==> src/rtl/isr_unit.sv <==
module isr_unit #(
  parameter int          AW        = 8,
  parameter logic [AW-1:0] STAT_ADDR = 8'h0A,
  parameter logic [AW-1:0] IEN_ADDR  = 8'h0B
) (
  input  logic          clk,
  input  logic          rst_n,
  input  logic          ev_touch,
  input  logic          ev_data,
  input  logic          ev_rel,
  input  logic          ev_err,
  input  logic [2:0]    ev_port,
  input  logic          data_rd,
  input  logic          pen_up,
  input  logic [1:0]    mode,
  input  logic          rd_en,
  input  logic          wr_en,
  input  logic [AW-1:0] addr,
  input  logic [7:0]    wdata,
  output logic [7:0]    rdata,
  output logic          irq
);
  localparam logic [7:0] RSV      = 8'h10;
  localparam logic [1:0] MODE_ACQ = 2'd2;
  localparam logic [1:0] MODE_PEN = 2'd3;

  logic [7:0] st, ier;

  wire pen     = (mode == MODE_PEN);
  wire rd_stat = rd_en && (addr == STAT_ADDR);
  wire rd_ien  = rd_en && (addr == IEN_ADDR);
  wire wr_ien  = wr_en && (addr == IEN_ADDR);

  wire [7:0] set_v   = {ev_err, ev_rel, ev_port[2], 1'b0, ev_port[1], ev_port[0], ev_data, ev_touch};
  wire [7:0] rd_mask = 8'hEC | {6'b0, (mode == MODE_ACQ) || pen, !pen};
  wire [7:0] ev_clr  = {6'b0, data_rd, pen && pen_up};
  wire [7:0] clr_v   = ({8{rd_stat || rd_ien}} & st & rd_mask) | ev_clr;
  wire [7:0] st_nx   = ((st & ~clr_v) | set_v) & ~RSV;

  always_ff @(posedge clk) begin
    if (!rst_n) begin
      st    <= '0;
      ier   <= '0;
      rdata <= '0;
      irq   <= 1'b0;
    end else begin
      st  <= st_nx;
      irq <= !pen && |(st & ier);
      if (wr_ien) ier <= wdata & ~RSV;
      if (rd_en)  rdata <= rd_stat ? st : (rd_ien ? ier : 8'h00);
    end
  end
endmodule

==> config.mk <==
export PLATFORM = sky130hd
export DESIGN_NAME = isr_unit
export DESIGN_NICKNAME = d
export VERILOG_FILES = /design/src/rtl/isr_unit.sv
export SDC_FILE = /design/constraint.sdc
export NUM_CORES = 1
export LEC_CHECK = 0
export ABC_AREA = 1
export BUFFER_PORTS_ARGS = -buffer_cell sky130_fd_sc_hd__buf_4
export CAP_MARGIN = 20
export CELL_PAD_IN_SITES_DETAIL_PLACEMENT = 2
export CELL_PAD_IN_SITES_GLOBAL_PLACEMENT = 2
export CORE_ASPECT_RATIO = 1.75
export CORE_MARGIN = 3
export CORE_UTILIZATION = 23
export CTS_CLUSTER_DIAMETER = 50
export DETAILED_ROUTE_END_ITERATION = 12
export GPL_TIMING_DRIVEN = 0
export HOLD_SLACK_MARGIN = 0.03
export PLACE_DENSITY_LB_ADDON = 0.05
export RECOVER_POWER = 50
export SYNTH_ARGS = -nofsm -noshare
export SYNTH_HDL_FRONTEND = slang
export SYNTH_SLANG_ARGS = --single-unit
==> constraint.sdc <==
create_clock -name clk -period 1.1 [get_ports clk]
set_clock_uncertainty 0.15 [all_clocks]
set_input_delay 0.11 -clock clk [delete_from_list [all_inputs] [get_ports clk]]
set_output_delay 0.11 -clock clk [all_outputs]
set_load 0.02 [all_outputs]
==> parameters.txt <==
Parameter                              Value

Outcome
  Result of the run    finished with violations
  Violated checks    negative hold slack

Route
  Starting DRT DRC Count    10
  Number of nets with antenna violations after detailed routing    0
  Pre-Repair DR Iteration Count    4
  Drt total wl    3494 µm
  DR vias/cell    4.455
  Post-DR wirelength/cell    13.81 µm
  Number of vias after detailed routing    1,127
  DRC Markers    0

Global routing
  Antenna violations before repair    0
  Global-route track usage on met3    1.596%
  Pin count of the biggest net entering global routing    13
  Vias in the first global route    1,258
  Global Route met1 Usage    14.19%
  Fraction of met2 tracks used by global routing    27.45%
  Overflow after GRT    0
  Global-route total usage across every layer    13.88%
  First-pass GRT wire length    5837 µm
  GRT busiest layer    met2

Cells and area
  Fraction of layout cells with a size suffix above 1    29.21%
  Layout net count    234
  Number of fill cells    545
  Total non-filler cell area in the finished layout    1615 µm²
  Post-synthesis to final-layout area growth    49.94%
  Count of inserted antenna diode cells    0

Setup path
  Critical setup path kind    in -> reg
  Capturing element type of the critical path    flop
  Data arrival time of the worst path    1.05 ns
  Worst path required time    1.10 ns
  Startpoint kind of the worst setup timing path    input port
  Largest driver fanout on the critical path    2

CTS
  Sinks on Clock Net    22
  Clock tree from TritonCTS    done
  Register clock-pin slew on the reported worst setup and hold paths    0.08 ns
  TritonCTS Buffers    3
  Later-pin clock latency in the skew report    0.26 ns
  Clock Root Buffer    clkbuf_8
  Clock buffer depth    2
  # hold bufs at CTS    17
  Level count of the clock H-tree    1

Die
  Die width    57.74 µm
  I/O pin count    40
  Number of core rows    32
  Overall die height    96.54 µm
  Die Area    5573 µm²
  Initial standard-cell utilization of the core    24.24%
  Core Region    4444 µm²

Synth
  Synth Warn #    0
  Post-synth ARST share    0%
  Post-Syn Nets    177
  Top_reg_cell synth    dfxtp_1
  Ranking of synthesized cells by instance count    nand2_1 (27), dfxtp_1 (22), nand3_1 (22), nor2_1 (20), inv_1 (19)
  Library cell with the largest summed area after synthesis    dfxtp_1
  Average size of a mapped cell    7.379 µm²
  Number of unique standard cell types used by synthesis    22
  Yosys top cell area share    40.88%
  Number of synthesized register bits    22
  Sequential cell area fraction in the yosys report    40.88%
  Synthesized netlist cell count    146
  Number of enable-type register cells in the synthesized netlist    0
  Post-synthesis cell area    1077 µm²
  Most area-consuming cells after synthesis    dfxtp_1 (41%), nand3_1 (10%), nand2_1 (9.4%), nor2_1 (7.0%), inv_1 (6.6%)
  Most used standard cell by instance count after synthesis    nand2_1

Hold path
  Min-Delay Path Class    in -> reg

Pwr
  Leakage power of the design    0.8065 nW
  Peak VDD IR    534.1 µV
  Power per standard cell area    1030 nW/µm²

STA
  Final worst-path setup slack    0.04745 ns
  Min cycle time layout    1.053 ns
  Max Fclk    950.1 MHz
  Final worst-path cycle share    95.69%
  Count of pins over their slew limit    0
  Unrepaired setup endpoints after global routing    no
  Number of endpoints with negative hold slack in the final report    6
  Total setup violations reported at the end of the flow    0
  Hold Slack    -0.01317 ns
  Final TNS setup    0 ns

Placed design
  Detailed-placement wirelength estimate    2891 µm
  Pre-CTS setup slack    -0.1949 ns
  Post-place instance area    1411 µm²
  Routability congestion estimate    0.6673
  IO buf count    36

Flow run
  Number of max-cap violations    0
worst paths after layout:
kind,startpoint,endpoint,slack [ns],cells past startpoint
worst min-delay path,rst_n,irq,-0.01,3
worst max register to register,st[3],irq,0.08,4
worst max-delay path,mode[0],st[0],0.05,6
worst min register to register,ier[1],ier[1],0.34,2
state kept, by name, summed over array words and instances (netlist names):
signal  cells
ier         7
rdata       7
st          7
irq         1
kinds of logic after synthesis:
family / Yosys count / synth area share (%)
buffers and inverters: 25 / 9.175
AOI/OAI and AO/OA: 19 / 11.61
and+or+nand+nor: 79 / 37.98
DFF: 22 / 40.88
other: 1 / 0.3481
worst max-delay path: stages:
cell and delay (ns):
buf_4 0.11, dlygate4sd3_1 0.56, nand2_2 0.08, nand2_1 0.06, nand2_1 0.07, a21oi_1 0.07
report_power, final:
part | leakage (nW) | internal [W] | switching [W]
logic | 0.598 | 0.000135 | 0.000105
registers | 0.179 | 0.000815 | 0.0000199
clock network | 0.0288 | 0.000319 | 0.000271
per-layer routing:
metal	routed length, µm	vias up
met5	0	-
met4	65	0
met3	99	5
met2	2067	23
met1	1261	531
li1	-	568
placed cells by master (no fill, tap or decap):
cell type / Yosys / final
a21oi_1: 4 / 4
a21oi_4: 1 / 1
nor2_4: 3 / 3
clkbuf_8: 0 / 4
nand3_2: 1 / 1
o21ai_0: 2 / 2
inv_2: 3 / 3
o21ai_1: 7 / 7
inv_1: 19 / 19
nand3_1: 22 / 22
clkbuf_1: 1 / 2
conb_1: 1 / 1
buf_4: 1 / 33
nor3b_4: 1 / 1
nor2_1: 20 / 20
nand2_4: 3 / 3
a41oi_1: 1 / 1
clkbuf_2: 0 / 3
dlygate4sd3_1: 0 / 16
buf_2: 1 / 1
a21oi_2: 4 / 4
nor2_8: 1 / 1
dfxtp_1: 22 / 22
nand2_2: 1 / 1
nand2_1: 27 / 27
per-stage QoR:
step                      utilization, %  hold slack (ns)  power (W)  instances
after floorplan                        -          0.07091  0.0009327        146
after global placement             31.76           0.1649   0.001043        233
after detailed placement           31.76           0.1869   0.001055        233
after CTS                          36.82         -0.01608   0.001703        254
after global routing               36.35         0.002163   0.001751        253
final                              36.35         -0.01317   0.001664        253
final cells by class:
cell class              instances  area [µm²]  share of cell area (%)
clock buffers                   4       55.05                   3.408
inverters                      22       82.58                   5.112
well taps                      51       63.81                   3.950
repair buffers                 52       419.2                   25.95
multi-input cells              99       538.0                   33.31
flip-flops and latches         22       440.4                   27.27
plain buffers                   3       16.27                   1.007
what timing repair did:
action | in CTS | in global routing
endpoints found under the hold margin | 15 | 6
endpoints found under the setup margin | 0 | 2
buffers inserted | 0 | 0
resized for setup | 0 | 3
No activity file was read; power rests on OpenSTA's default activity.
